==> config.mk <==
export PLATFORM = sky130hd
export DESIGN_NAME = can_ctrl_reg
export DESIGN_NICKNAME = d
export VERILOG_FILES = /design/src/rtl/can_ctrl_pkg.sv /design/src/rtl/can_ctrl_regs.sv /design/src/rtl/can_dma_pend.sv /design/src/rtl/can_irq_gate.sv /design/src/rtl/can_dbg_entry.sv /design/src/rtl/can_ctrl_reg.sv
export SDC_FILE = /design/constraint.sdc
export NUM_CORES = 1
export LEC_CHECK = 0
export ABC_AREA = 0
export ABC_CLOCK_PERIOD_IN_PS = 2000
export BUFFER_PORTS_ARGS = -buffer_cell sky130_fd_sc_hd__buf_2
export CAP_MARGIN = 5
export CORE_MARGIN = 2
export CORE_UTILIZATION = 42
export CTS_CLUSTER_SIZE = 10
export DETAILED_ROUTE_END_ITERATION = 10
export HOLD_SLACK_MARGIN = 0.05
export PLACE_DENSITY = 0.85
export SYNTH_ARGS = -nofsm -noshare
export SYNTH_HDL_FRONTEND = slang
export SYNTH_HIERARCHICAL = 1
export SYNTH_SLANG_ARGS = --single-unit
==> constraint.sdc <==
create_clock -name clk_i -period 2 [get_ports clk_i]
set_input_delay 0.1 -clock clk_i [delete_from_list [all_inputs] [get_ports clk_i]]
set_output_delay 0.1 -clock clk_i [all_outputs]
set_load 0.1 [all_outputs]
==> src/rtl/can_ctrl_pkg.sv <==
package can_ctrl_pkg;
  localparam int REG_W       = 32;
  localparam int N_IF        = 2;
  localparam int PAR_W       = 4;
  localparam logic [PAR_W-1:0] PAR_OFF = 4'd5;

  // bit positions in the control word
  localparam int B_INIT      = 0;
  localparam int B_NO_RETX   = 5;
  localparam int B_CCE       = 6;
  localparam int B_TEST      = 7;
  localparam int B_DBG_ABORT = 8;
  localparam int B_ABO       = 9;
  localparam int B_PAR_LO    = 10;
  localparam int B_SWR       = 15;
  localparam int B_DBG_ST    = 16;
  localparam int B_IRQ_EN    = 17;
  localparam int B_DMA_EN    = 18;  // interface k at B_DMA_EN+k

  typedef enum logic [1:0] {
    DBG_IDLE   = 2'd0,
    DBG_WAIT   = 2'd1,
    DBG_ACTIVE = 2'd2
  } dbg_state_e;

  typedef struct packed {
    logic [N_IF-1:0]  dma_en;
    logic             irq_en;
    logic             swr;
    logic [PAR_W-1:0] par_mode;
    logic             abo;
    logic             dbg_abort;
    logic             test;
    logic             cce;
    logic             no_retx;
    logic             init;
  } ctrl_fields_t;

  localparam ctrl_fields_t CTRL_RST = '{
    dma_en:    '0,
    irq_en:    1'b0,
    swr:       1'b0,
    par_mode:  PAR_OFF,
    abo:       1'b0,
    dbg_abort: 1'b0,
    test:      1'b0,
    cce:       1'b0,
    no_retx:   1'b0,
    init:      1'b1
  };
endpackage

==> src/rtl/can_ctrl_regs.sv <==
module can_ctrl_regs
  import can_ctrl_pkg::*;
(
  input  logic             clk_i,
  input  logic             rst_ni,
  input  logic             wr_en_i,
  input  logic [REG_W-1:0] wr_data_i,
  input  logic             dbg_active_i,
  output ctrl_fields_t     fields_o,
  output logic             soft_rst_o,
  output logic [REG_W-1:0] rd_data_o
);
  ctrl_fields_t q;

  always_ff @(posedge clk_i or negedge rst_ni) begin
    if (!rst_ni) begin
      q <= CTRL_RST;
    end else if (q.swr) begin
      q <= CTRL_RST;
    end else if (wr_en_i) begin
      q.dma_en    <= wr_data_i[B_DMA_EN +: N_IF];
      q.irq_en    <= wr_data_i[B_IRQ_EN];
      q.swr       <= wr_data_i[B_SWR] & q.init;  // accepted only under Init
      q.par_mode  <= wr_data_i[B_PAR_LO +: PAR_W];
      q.abo       <= wr_data_i[B_ABO];
      q.dbg_abort <= wr_data_i[B_DBG_ABORT];
      q.test      <= wr_data_i[B_TEST];
      q.cce       <= wr_data_i[B_CCE];
      q.no_retx   <= wr_data_i[B_NO_RETX];
      q.init      <= wr_data_i[B_INIT];
    end
  end

  always_comb begin
    rd_data_o                         = '0;
    rd_data_o[B_DMA_EN +: N_IF]       = q.dma_en;
    rd_data_o[B_IRQ_EN]               = q.irq_en;
    rd_data_o[B_DBG_ST]               = dbg_active_i;
    rd_data_o[B_SWR]                  = q.swr;
    rd_data_o[B_PAR_LO +: PAR_W]      = q.par_mode;
    rd_data_o[B_ABO]                  = q.abo;
    rd_data_o[B_DBG_ABORT]            = q.dbg_abort;
    rd_data_o[B_TEST]                 = q.test;
    rd_data_o[B_CCE]                  = q.cce;
    rd_data_o[B_NO_RETX]              = q.no_retx;
    rd_data_o[B_INIT]                 = q.init;
  end

  logic wr_unused;
  assign wr_unused = ^{wr_data_i[REG_W-1:B_DMA_EN+N_IF], wr_data_i[B_DBG_ST],
                       wr_data_i[B_PAR_LO+PAR_W], wr_data_i[B_NO_RETX-1:B_INIT+1]};

  assign fields_o   = q;
  assign soft_rst_o = q.swr;
endmodule

==> src/rtl/can_dma_pend.sv <==
module can_dma_pend (
  input  logic clk_i,
  input  logic rst_ni,
  input  logic clr_i,
  input  logic en_i,
  input  logic evt_i,
  input  logic access_i,
  output logic req_o
);
  logic pend_q;

  always_ff @(posedge clk_i or negedge rst_ni) begin
    if (!rst_ni)             pend_q <= 1'b0;
    else if (clr_i)          pend_q <= 1'b0;
    else if (evt_i && en_i)  pend_q <= 1'b1;  // new request wins over access
    else if (access_i)       pend_q <= 1'b0;
  end

  assign req_o = pend_q & en_i;
endmodule

==> src/rtl/can_irq_gate.sv <==
module can_irq_gate (
  input  logic clk_i,
  input  logic rst_ni,
  input  logic en_i,
  input  logic pend_i,
  output logic irq_o
);
  logic irq_q;

  always_ff @(posedge clk_i or negedge rst_ni) begin
    if (!rst_ni) irq_q <= 1'b0;
    else         irq_q <= pend_i & en_i;
  end

  assign irq_o = irq_q;
endmodule

==> src/rtl/can_dbg_entry.sv <==
module can_dbg_entry
  import can_ctrl_pkg::*;
(
  input  logic clk_i,
  input  logic rst_ni,
  input  logic clr_i,
  input  logic req_i,
  input  logic busy_i,
  input  logic abort_mode_i,
  output logic active_o,
  output logic abort_o
);
  dbg_state_e st_q, st_d;

  always_comb begin
    st_d    = st_q;
    abort_o = 1'b0;
    unique case (st_q)
      DBG_IDLE, DBG_WAIT: begin
        if (!req_i) begin
          st_d = DBG_IDLE;
        end else if (abort_mode_i || !busy_i) begin
          st_d    = DBG_ACTIVE;
          abort_o = busy_i;
        end else begin
          st_d = DBG_WAIT;
        end
      end
      DBG_ACTIVE: if (!req_i) st_d = DBG_IDLE;
      default:    st_d = DBG_IDLE;
    endcase
  end

  always_ff @(posedge clk_i or negedge rst_ni) begin
    if (!rst_ni)    st_q <= DBG_IDLE;
    else if (clr_i) st_q <= DBG_IDLE;
    else            st_q <= st_d;
  end

  assign active_o = (st_q == DBG_ACTIVE);
endmodule

==> src/rtl/can_ctrl_reg.sv <==
module can_ctrl_reg
  import can_ctrl_pkg::*;
(
  input  logic              clk_i,
  input  logic              rst_ni,
  input  logic              wr_en_i,
  input  logic [31:0]       wr_data_i,
  output logic [31:0]       rd_data_o,
  input  logic [1:0]        dma_evt_i,
  input  logic [1:0]        if_access_i,
  output logic [1:0]        dma_req_o,
  input  logic              irq_pend_i,
  output logic              irq_o,
  output logic              soft_rst_o,
  output logic              cfg_wr_ok_o,
  output logic              parity_en_o,
  output logic              auto_bus_on_o,
  output logic              test_mode_o,
  output logic              no_retx_o,
  output logic              init_o,
  input  logic              dbg_req_i,
  input  logic              frame_busy_i,
  output logic              frame_abort_o
);
  ctrl_fields_t f;
  logic         swr;
  logic         dbg_active;

  can_ctrl_regs u_regs (
    .clk_i        (clk_i),
    .rst_ni       (rst_ni),
    .wr_en_i      (wr_en_i),
    .wr_data_i    (wr_data_i),
    .dbg_active_i (dbg_active),
    .fields_o     (f),
    .soft_rst_o   (swr),
    .rd_data_o    (rd_data_o)
  );

  for (genvar k = 0; k < N_IF; k++) begin : g_dma
    can_dma_pend u_pend (
      .clk_i    (clk_i),
      .rst_ni   (rst_ni),
      .clr_i    (swr),
      .en_i     (f.dma_en[k]),
      .evt_i    (dma_evt_i[k]),
      .access_i (if_access_i[k]),
      .req_o    (dma_req_o[k])
    );
  end

  can_irq_gate u_irq (
    .clk_i  (clk_i),
    .rst_ni (rst_ni),
    .en_i   (f.irq_en),
    .pend_i (irq_pend_i),
    .irq_o  (irq_o)
  );

  can_dbg_entry u_dbg (
    .clk_i        (clk_i),
    .rst_ni       (rst_ni),
    .clr_i        (swr),
    .req_i        (dbg_req_i),
    .busy_i       (frame_busy_i),
    .abort_mode_i (f.dbg_abort),
    .active_o     (dbg_active),
    .abort_o      (frame_abort_o)
  );

  assign soft_rst_o    = swr;
  assign cfg_wr_ok_o   = f.cce & f.init;
  assign parity_en_o   = (f.par_mode != PAR_OFF);
  assign auto_bus_on_o = f.abo;
  assign test_mode_o   = f.test;
  assign no_retx_o     = f.no_retx;
  assign init_o        = f.init;
endmodule

# Word level (Yosys, flattened, before mapping)
# Index checks and enable logic that the tools add are counted.
# totals
elab_cells,48
out_inout_bits,43
latchBits,0
n_memories,0
ramBits,0
inputBits,42
ff_bits,19
mem_bits_ro,0
# classes
n_mul,0
muxes,16
bitwise_logic,5
shift,0
magnitude_cmp,0
n_reduce_logical,9
n_div,0
add_sub_neg,0
n_eq_ne,4
# ops
cell,n
$mux W14,2
$mux W1,9
$mux W2,4
$reduce_bool A3 Y1,2
$and A1 B1 Y1,5
$ne A4 B3 Y1 const B,1
$pmux W2 S2,1
$ne A3 B2 Y1 const B,1
$eq A2 B1 Y1 const B,1
$eq A2 B2 Y1 const B,1
$logic_and A1 B1 Y1,2
$logic_not A2 Y1,1
$reduce_bool A2 Y1,1
$reduce_or A2 Y1,1
$logic_not A1 Y1,1
$logic_or A1 B1 Y1,1

# Longest topological paths before layout
# Gate-level depths: netlist of the first run.
# depth
word_depth,6
ltp_mapped,4
depth_no_buf,2

# By module
# The synthesis of the first run kept the hierarchy.
# by_module_without_submodules
module,seq_area_each_um2,cells_per_inst,n_inst,area_each_um2
can_ctrl_regs,354.1,78,1,835.8
can_dma_pend,25.0,5,2,50.0
can_dbg_entry,50.0,8,1,95.1
can_irq_gate,25.0,2,1,31.3
can_ctrl_reg,0.0,2,1,17.5

# Worst setup path after synthesis of the first run
# OpenSTA, ideal clock, no wires.
# synth_path
path_kind,register -> output
from,register u_regs.q (netlist bit u_regs/fields_o[0])
to,output port cfg_wr_ok_o
slack_ns,0.207
stages_incl_launch_ff,2
t_required_ns,1.900
arrival_ns,1.693
path_buffers,0
path_cell_list,dfstp_2 -> and2_1
# synth_via
elab_chain_len,1
# synth_lines
element,line,text
"start, declared",can_ctrl_regs.sv:13,ctrl_fields_t q;
$and A1 B1 Y1,can_ctrl_reg.sv:72,assign cfg_wr_ok_o = f.cce & f.init;
"end, declared",can_ctrl_reg.sv:15,"output logic cfg_wr_ok_o,"
# Every way passes these cells.

# Worst setup path after layout of the first run
# Same ends and word-level chain as after synthesis.

==> run summary, run 1 <==
share of cells above drive strength 1: 40.4%
Hold Path Class: in2reg
Via Count: 788
row cnt: 18
Worst-Skew Late Latency: 290 ps
storage element area: 479 um2
final period utilization: 74.9%
chip width: 54.5 um
die area: 2970 um2
fin crit period: 1500 ps
max-cap violations: 0
power per cell area: 1100 nW/um2
filler cell count: 221
total global-route track usage: 15.4%
Hold EP: u_regs/fields_o[7]$_DFFE_PN0P_
Routed Antenna Nets: 0
Initial Util: 43.7%
Routed WL: 2070 um
CP required: 1900 ps
leakage: 0.717 nW
drc violations: 0
GPL Wtd Cong: 0.657
Num CTS Buffers: 3
footprint of the multi-input gates: 373 um2
clk sink count: 19
Startpoint Class: flop
num ports: 85
status: finished clean
min-delay src: wr_data_i[11]
placed cell count: 160
Core ar.: 2450 um2
Power Total: 1.42 mW
Port Buffers: 49
Syn Area/Cell: 10.8 um2
H-tree Lvls: 1
Max Fanout on Critical Path: 5
RSZ-0062 raised after global routing: false
setup TNS: 0 ps
Max Transition Viols Final: 0
drt pass-1 iters: 4
PostCTS Resize Cnt: 0
reg2reg start: u_regs/soft_rst_o$_DFF_PN0_
WL per Instance: 11.8 um
WP data arrival: 1400 ps
initial antenna violation count: 0
Util after Layout: 52.7%
cell count after synthesis: 99
nets: 189
largest net degree at the start of global routing: 20
yosys warns: 6
Setup WS post-layout: 502 ps
mean number of vias per cell: 4.48
VDD IR-drop max: 0.000683 V
fin cells: 176
Worst R2R Path Depth: 2
setup slack at placement: 817 ps
fmax: 0.667 GHz
GRT overflow: 0
die height: 54.5 um
Critical R2R Capture: u_regs/fields_o[8]$_DFFE_PN1P_
Mapped Area: 1070 um2
# diodes: 0
initial DRC count: 4
area grow syn2layout: 20.5%
Setup-failing EPs final: 0
critical path class: reg2out
Max Buffers Root-to-Sink: 2
CTS tree: yes
first-pass GRT wire length: 3240 um
Reg clk slew, reported paths: 110 ps
WHS Path Cells: 3
clock skew: 3.20 ps
Final Hold Viols: 0
vias in the first global route: 767
FF-to-FF setup slack: 980 ps
crit path capture type: output port
Post-DP HPWL: 1440 um
root buffer cell: clkbuf_4
## stage by stage
step | hold WS, ps | instance area [um2]
final | 50.9 | 1290
after detailed placement | 61.2 | 1150
after floorplan | -196 | 1130
after global routing | 61.5 | 1290
after CTS | 51.8 | 1280
after global placement | 47.7 | 1150
## final cells by class
type / instances / area share (%)
clock buffers: 4 / 2.03
inverters: 1 / 0.290
multi-input cells: 60 / 28.8
flip-flops and latches: 19 / 37.1
well taps: 30 / 2.90
repair buffers: 62 / 28.8
## worst max-delay path by stage
stage	startpoint	end	slack [ps]	depth (start not counted)
final	u_regs/fields_o[0]$_DFFE_PN1P_	cfg_wr_ok_o	500	2
after global routing	u_regs/fields_o[0]$_DFFE_PN1P_	cfg_wr_ok_o	430	2
after CTS	u_regs/fields_o[0]$_DFFE_PN1P_	cfg_wr_ok_o	480	2
after detailed placement	u_regs/fields_o[0]$_DFFE_PN1P_	cfg_wr_ok_o	820	2
after global placement	u_regs/fields_o[0]$_DFFE_PN1P_	cfg_wr_ok_o	830	2
after floorplan	u_regs/fields_o[0]$_DFFE_PN1P_	cfg_wr_ok_o	210	1
## repair_timing
item / 4_1_cts / 5_1_grt
endpoints found under the hold margin: 29 / 1
setup buffers: 0 / 0
hold buffers: 11 / 1
## power by group
group          total (mW)  switching [mW]  internal, mW
sequential          0.469          0.0347         0.434
combinational       0.762           0.649         0.112
clock               0.192           0.114        0.0775
## sequential cells by signal, summed over array words and instances, names as in the netlist
signal	count
u_regs/soft_rst_o	1
g_dma.u_pend/pend_q	2
u_dbg/st_q	2
u_irq/irq_o	1
u_regs/fields_o	13
## cells in the final DEF (no fill, tap or decap)
master / n
dlygate4sd3_1: 12
dfstp_2: 3
nand2_1: 2
and4b_1: 1
nor3b_1: 2
a211o_1: 3
conb_1: 17
and2_1: 4
nor2b_1: 4
a2111oi_1: 1
a21oi_2: 2
nand2b_1: 2
clkbuf_1: 1
nand4bb_1: 1
buf_4: 1
buf_2: 49
inv_1: 1
and4b_2: 1
mux2i_1: 10
nor2_1: 10
dfrtp_1: 16
clkbuf_4: 3
## critical path: stages (launching register included)
cell	delay [ps]
dfstp_2	570
and2_1	120
buf_2	420
## routing by layer
| metal | wire (um) | GRT usage [%] |
|---|---|---|
| met5 | 0 | 0 |
| met3 | 219 | 6.28 |
| met2 | 1070 | 28.3 |
| met1 | 770 | 15.9 |
| met4 | 8 | 4.58 |
Power figures use the tool's default switching activity.
==> inputs of run 2 (changes only) <==
Settings changed: ABC_AREA 0 to 1, ABC_CLOCK_PERIOD_IN_PS 2000 to 1200, CORE_UTILIZATION 42 to 35, PLACE_DENSITY 0.85 to 0.75.
Clock period 2 ns to 1.2 ns, I/O delays scaled along.
==> run summary, run 2 <==
status: finished with violations
failing checks: setup timing
GRT overflow: 0
cell count after synthesis: 130
largest net degree at the start of global routing: 20
final period utilization: 108%
first-pass GRT wire length: 3840 um
highest-count cells in the layout ignoring fill and taps: nand2_1 (38), dlygate4sd3_1 (23), buf_2 (22)
WP depth: 3
Critical R2R Capture: u_regs/fields_o[2]$_DFFE_PN0P_
Via Count: 958
Max Transition Viols Final: 0
initial antenna violation count: 0
area grow syn2layout: 63.7%
critical path capture point: cfg_wr_ok_o
drc violations: 0
fin cells: 230
Max Fanout on Critical Path: 2
drt pass-1 iters: 4
Syn Area/Cell: 8.30 um2
GPL Wtd Cong: 0.669
Setup WS post-layout: -101 ps
Worst-Skew Late Latency: 290 ps
reg2reg start: u_regs/soft_rst_o$_DFF_PN0_
vias in the first global route: 865
mean number of vias per cell: 4.17
total global-route track usage: 14.7%
root buffer cell: clkbuf_4
Mapped Area: 1080 um2
die area: 3540 um2
leakage: 0.936 nW
Core ar.: 3000 um2
Final Hold Viols: 0
fmax: 0.769 GHz
Largest register FFs: 13
filler cell count: 275
initial DRC count: 14
VDD IR-drop max: 0.000610 V
yosys warns: 6
Worst R2R Path Depth: 5
most common cell after layout, fill and taps aside: nand2_1
FF-to-FF setup slack: 100 ps
Post-DP HPWL: 1660 um
Util after Layout: 58.8%
delay-heaviest family, CP: flip-flops
WL per Instance: 10.8 um
Port Buffers: 49
setup slack at placement: 161 ps
CTS tree: yes
Crit path largest cell delay: 660 ps
Reg clk slew, reported paths: 110 ps
fin crit period: 1300 ps
H-tree Lvls: 1
RSZ-0062 raised after global routing: true
Hold Path Class: in2async
Setup-failing EPs final: 4
# diodes: 0
crit path capture type: output port
setup TNS: -332 ps
CP required: 1140 ps
Initial Util: 35.9%
WP data arrival: 1240 ps
clock skew: 3.91 ps
nets: 240
Worst Setup SP: u_regs/fields_o[0]$_DFFE_PN1P_
Num CTS Buffers: 3
critical path class: reg2out
Max Buffers Root-to-Sink: 2
num ports: 85
max-cap violations: 0
worst-path cell chain: nand2_4 -> clkinvlp_4 -> buf_12
share of cells above drive strength 1: 40.6%
power per cell area: 1460 nW/um2
row cnt: 20
clk sink count: 19
chip width: 59.5 um
Routed Antenna Nets: 0
Startpoint Class: flop
die height: 59.5 um
Buffers & Inverters on Critical Path: 2
Routed WL: 2480 um
placed cell count: 196
Max stage delay cell, worst path: dfstp_4
## run 2: metrics by stage
step | cell area [um2] | total power, mW | hold WS (ps)
6_report | 1770 | 2.57 | 226
5_1_grt | 1770 | 2.68 | 264
4_1_cts | 1690 | 2.54 | 63.2
3_5_place_dp | 1380 | 2.12 | 28.9
3_3_place_gp | 1380 | 2.10 | 16.1
2_1_floorplan | 1170 | 1.93 | -236
## run 2: report_power, final
| part | switching [mW] | total, mW | internal (mW) |
|---|---|---|---|
| Combinational | 1.07 | 1.46 | 0.388 |
| Sequential | 0.0663 | 0.790 | 0.724 |
| Clock | 0.189 | 0.318 | 0.129 |
## run 2: cell type report
cell class / instances / area (um2) / share of cell area (%)
Clock buffer: 4 / 26.3 / 1.49
Inverter: 13 / 52.6 / 2.98
Multi-Input combinational cell: 80 / 370 / 21.0
Sequential cell: 19 / 490 / 27.8
Tap cell: 33 / 41.3 / 2.34
Timing Repair Buffer: 81 / 785 / 44.4
## run 2: worst min path at each step
stage                  from                            endpoint
CTS                 wr_en_i      u_regs/fields_o[6]$_DFFE_PN1P_
finish               rst_ni      u_regs/fields_o[2]$_DFFE_PN0P_
floorplan            rst_ni  g_dma[0].u_pend/pend_q$_DFFE_PN0P_
global route         rst_ni      u_regs/fields_o[2]$_DFFE_PN0P_
global placement     rst_ni      u_regs/fields_o[2]$_DFFE_PN0P_
detailed placement   rst_ni      u_regs/fields_o[2]$_DFFE_PN0P_
## run 2: routing by layer
| layer | routed length (um) | vias up | global-route usage (%) |
|---|---|---|---|
| li1 | - | 480 | - |
| met1 | 974 | 435 | 16.1 |
| met2 | 1410 | 43 | 27.8 |
| met3 | 102 | 0 | 1.53 |
| met4 | 0 | 0 | 6.98 |
| met5 | 0 | - | 0 |
## run 2: repair_timing
item / 4_1_cts / 5_1_grt
endpoints found under the hold margin: 38 / 1
hold buffers: 22 / 1
gates resized for setup: 5 / 15
endpoints found under the setup margin: 10 / 28
pin swaps: 0 / 3
setup buffers: 4 / 5
==> inputs of run 3 (changes only) <==
Settings changed: SETUP_SLACK_MARGIN from default to 0.2.
==> run summary, run 3 (synthesized netlist as in run 2, its figures left out) <==
Max Fanout on Critical Path: 3
final period utilization: 110%
Setup-failing EPs final: 4
fmax: 0.757 GHz
filler cell count: 198
share of cells above drive strength 1: 61.0%
failing checks: setup timing
clock skew: 1.98 ps
WHS Path Cells: 3
initial DRC count: 20
vias in the first global route: 996
status: finished with violations
Util after Layout: 73.2%
most common cell after layout, fill and taps aside: buf_12
Startpoint Class: flop
WP data arrival: 1260 ps
FF-to-FF setup slack: 0 ps
Max Buffers Root-to-Sink: 2
area grow syn2layout: 104%
Max Transition Viols Final: 0
GRT overflow: 0
Post-DP HPWL: 1590 um
CP required: 1140 ps
Core ar.: 3000 um2
max-cap violations: 0
nets: 256
largest net degree at the start of global routing: 20
highest-count cells in the layout ignoring fill and taps: buf_12 (25), buf_2 (23), dlygate4sd3_1 (22)
drc violations: 0
CTS tree: yes
Via Count: 1,042
RSZ-0062 raised after global routing: true
Setup WS post-layout: -121 ps
fin cells: 246
power per cell area: 1340 nW/um2
Worst-Skew Late Latency: 290 ps
chip width: 59.5 um
H-tree Lvls: 1
total global-route track usage: 18.1%
Largest register FFs: 13
crit path capture type: output port
Final Hold Viols: 0
Port Buffers: 49
drt pass-1 iters: 4
num ports: 85
die area: 3540 um2
VDD IR-drop max: 0.000735 V
critical path class: reg2out
first-pass GRT wire length: 4570 um
clk sink count: 19
Worst R2R Path Depth: 5
Num CTS Buffers: 3
worst hold slack: 133 ps
row cnt: 20
Hold Path Class: in2reg
GPL Wtd Cong: 0.685
Routed WL: 3210 um
Reg clk slew, reported paths: 110 ps
die height: 59.5 um
mean number of vias per cell: 4.24
setup TNS: -426 ps
WL per Instance: 13.0 um
Routed Antenna Nets: 0
fin crit period: 1320 ps
root buffer cell: clkbuf_4
placed cell count: 195
# diodes: 0
Initial Util: 35.9%
Power Total: 2.94 mW
leakage: 1.09 nW
initial antenna violation count: 0
[run 3: changes by cell type in the layout (fill, tap and decap cells not counted), sizes merged]
| cell | before | now |
|---|---|---|
| clkinv | 0 | 1 |
| dlygate4sd3 | 23 | 22 |
| buf | 48 | 75 |
| clkinvlp | 1 | 3 |
| inv | 12 | 10 |
| clkbuf | 14 | 3 |
[run 3: power breakdown]
| part | switching (mW) | leakage (nW) | internal, mW |
|---|---|---|---|
| logic | 1.16 | 0.843 | 0.631 |
| registers | 0.0887 | 0.225 | 0.732 |
| clock network | 0.202 | 0.0177 | 0.124 |
[run 3: timing repair]
action | in CTS | in global routing
endpoints found under the hold margin | 38 | 0
gates resized for setup | 65 | 24
setup buffers | 12 | 13
endpoints found under the setup margin | 39 | 42
pin swaps | 10 | 11
hold buffers | 22 | 0
[run 3: metal layers]
layer	global-route usage, %	vias to the layer above	wire, um
met5	0	-	0
met4	5.71	0	10
met3	3.28	2	132
met2	36.7	44	1950
met1	18.0	481	1120
li1	-	515	-
[run 3: critical path: stages, from the launching register on]
cell and delay (ps):
dfstp_2 580, nand2_1 70, inv_1 80, nand2_2 60
buf_8 180
[run 3: path summary, 6_finish.rpt]
path | start | end
worst max register to register | u_regs/fields_o[0]$_DFFE_PN1P_ | u_regs/soft_rst_o$_DFF_PN0_
worst min-delay path | wr_en_i | u_regs/soft_rst_o$_DFF_PN0_
worst max-delay path | u_regs/fields_o[6]$_DFFE_PN1P_ | parity_en_o
worst min register to register | u_dbg/st_q[1]$_DFFE_PN0P_ | u_dbg/st_q[0]$_DFFE_PN0P_
max in group asynchronous | rst_ni | u_regs/fields_o[5]$_DFFE_PN0P_
min in group asynchronous | rst_ni | u_irq/irq_o$_DFF_PN0_
[run 3: through the flow]
stage	worst slack (ps)	cell area, um2
floorplan	-65.7	1200
global placement	155	1440
detailed placement	138	1440
CTS	-125	2030
global route	-188	2200
finish	-121	2200
[run 3: cell type report]
class / instances / area [um2] / area share (%)
Timing Repair Buffer: 97 / 1110 / 50.7
Sequential cell: 19 / 503 / 22.9
Multi-Input combinational cell: 80 / 448 / 20.4
Inverter: 13 / 62.6 / 2.85
Tap cell: 33 / 41.3 / 1.88
Clock buffer: 3 / 22.5 / 1.03
Clock inverter: 1 / 5.00 / 0.228
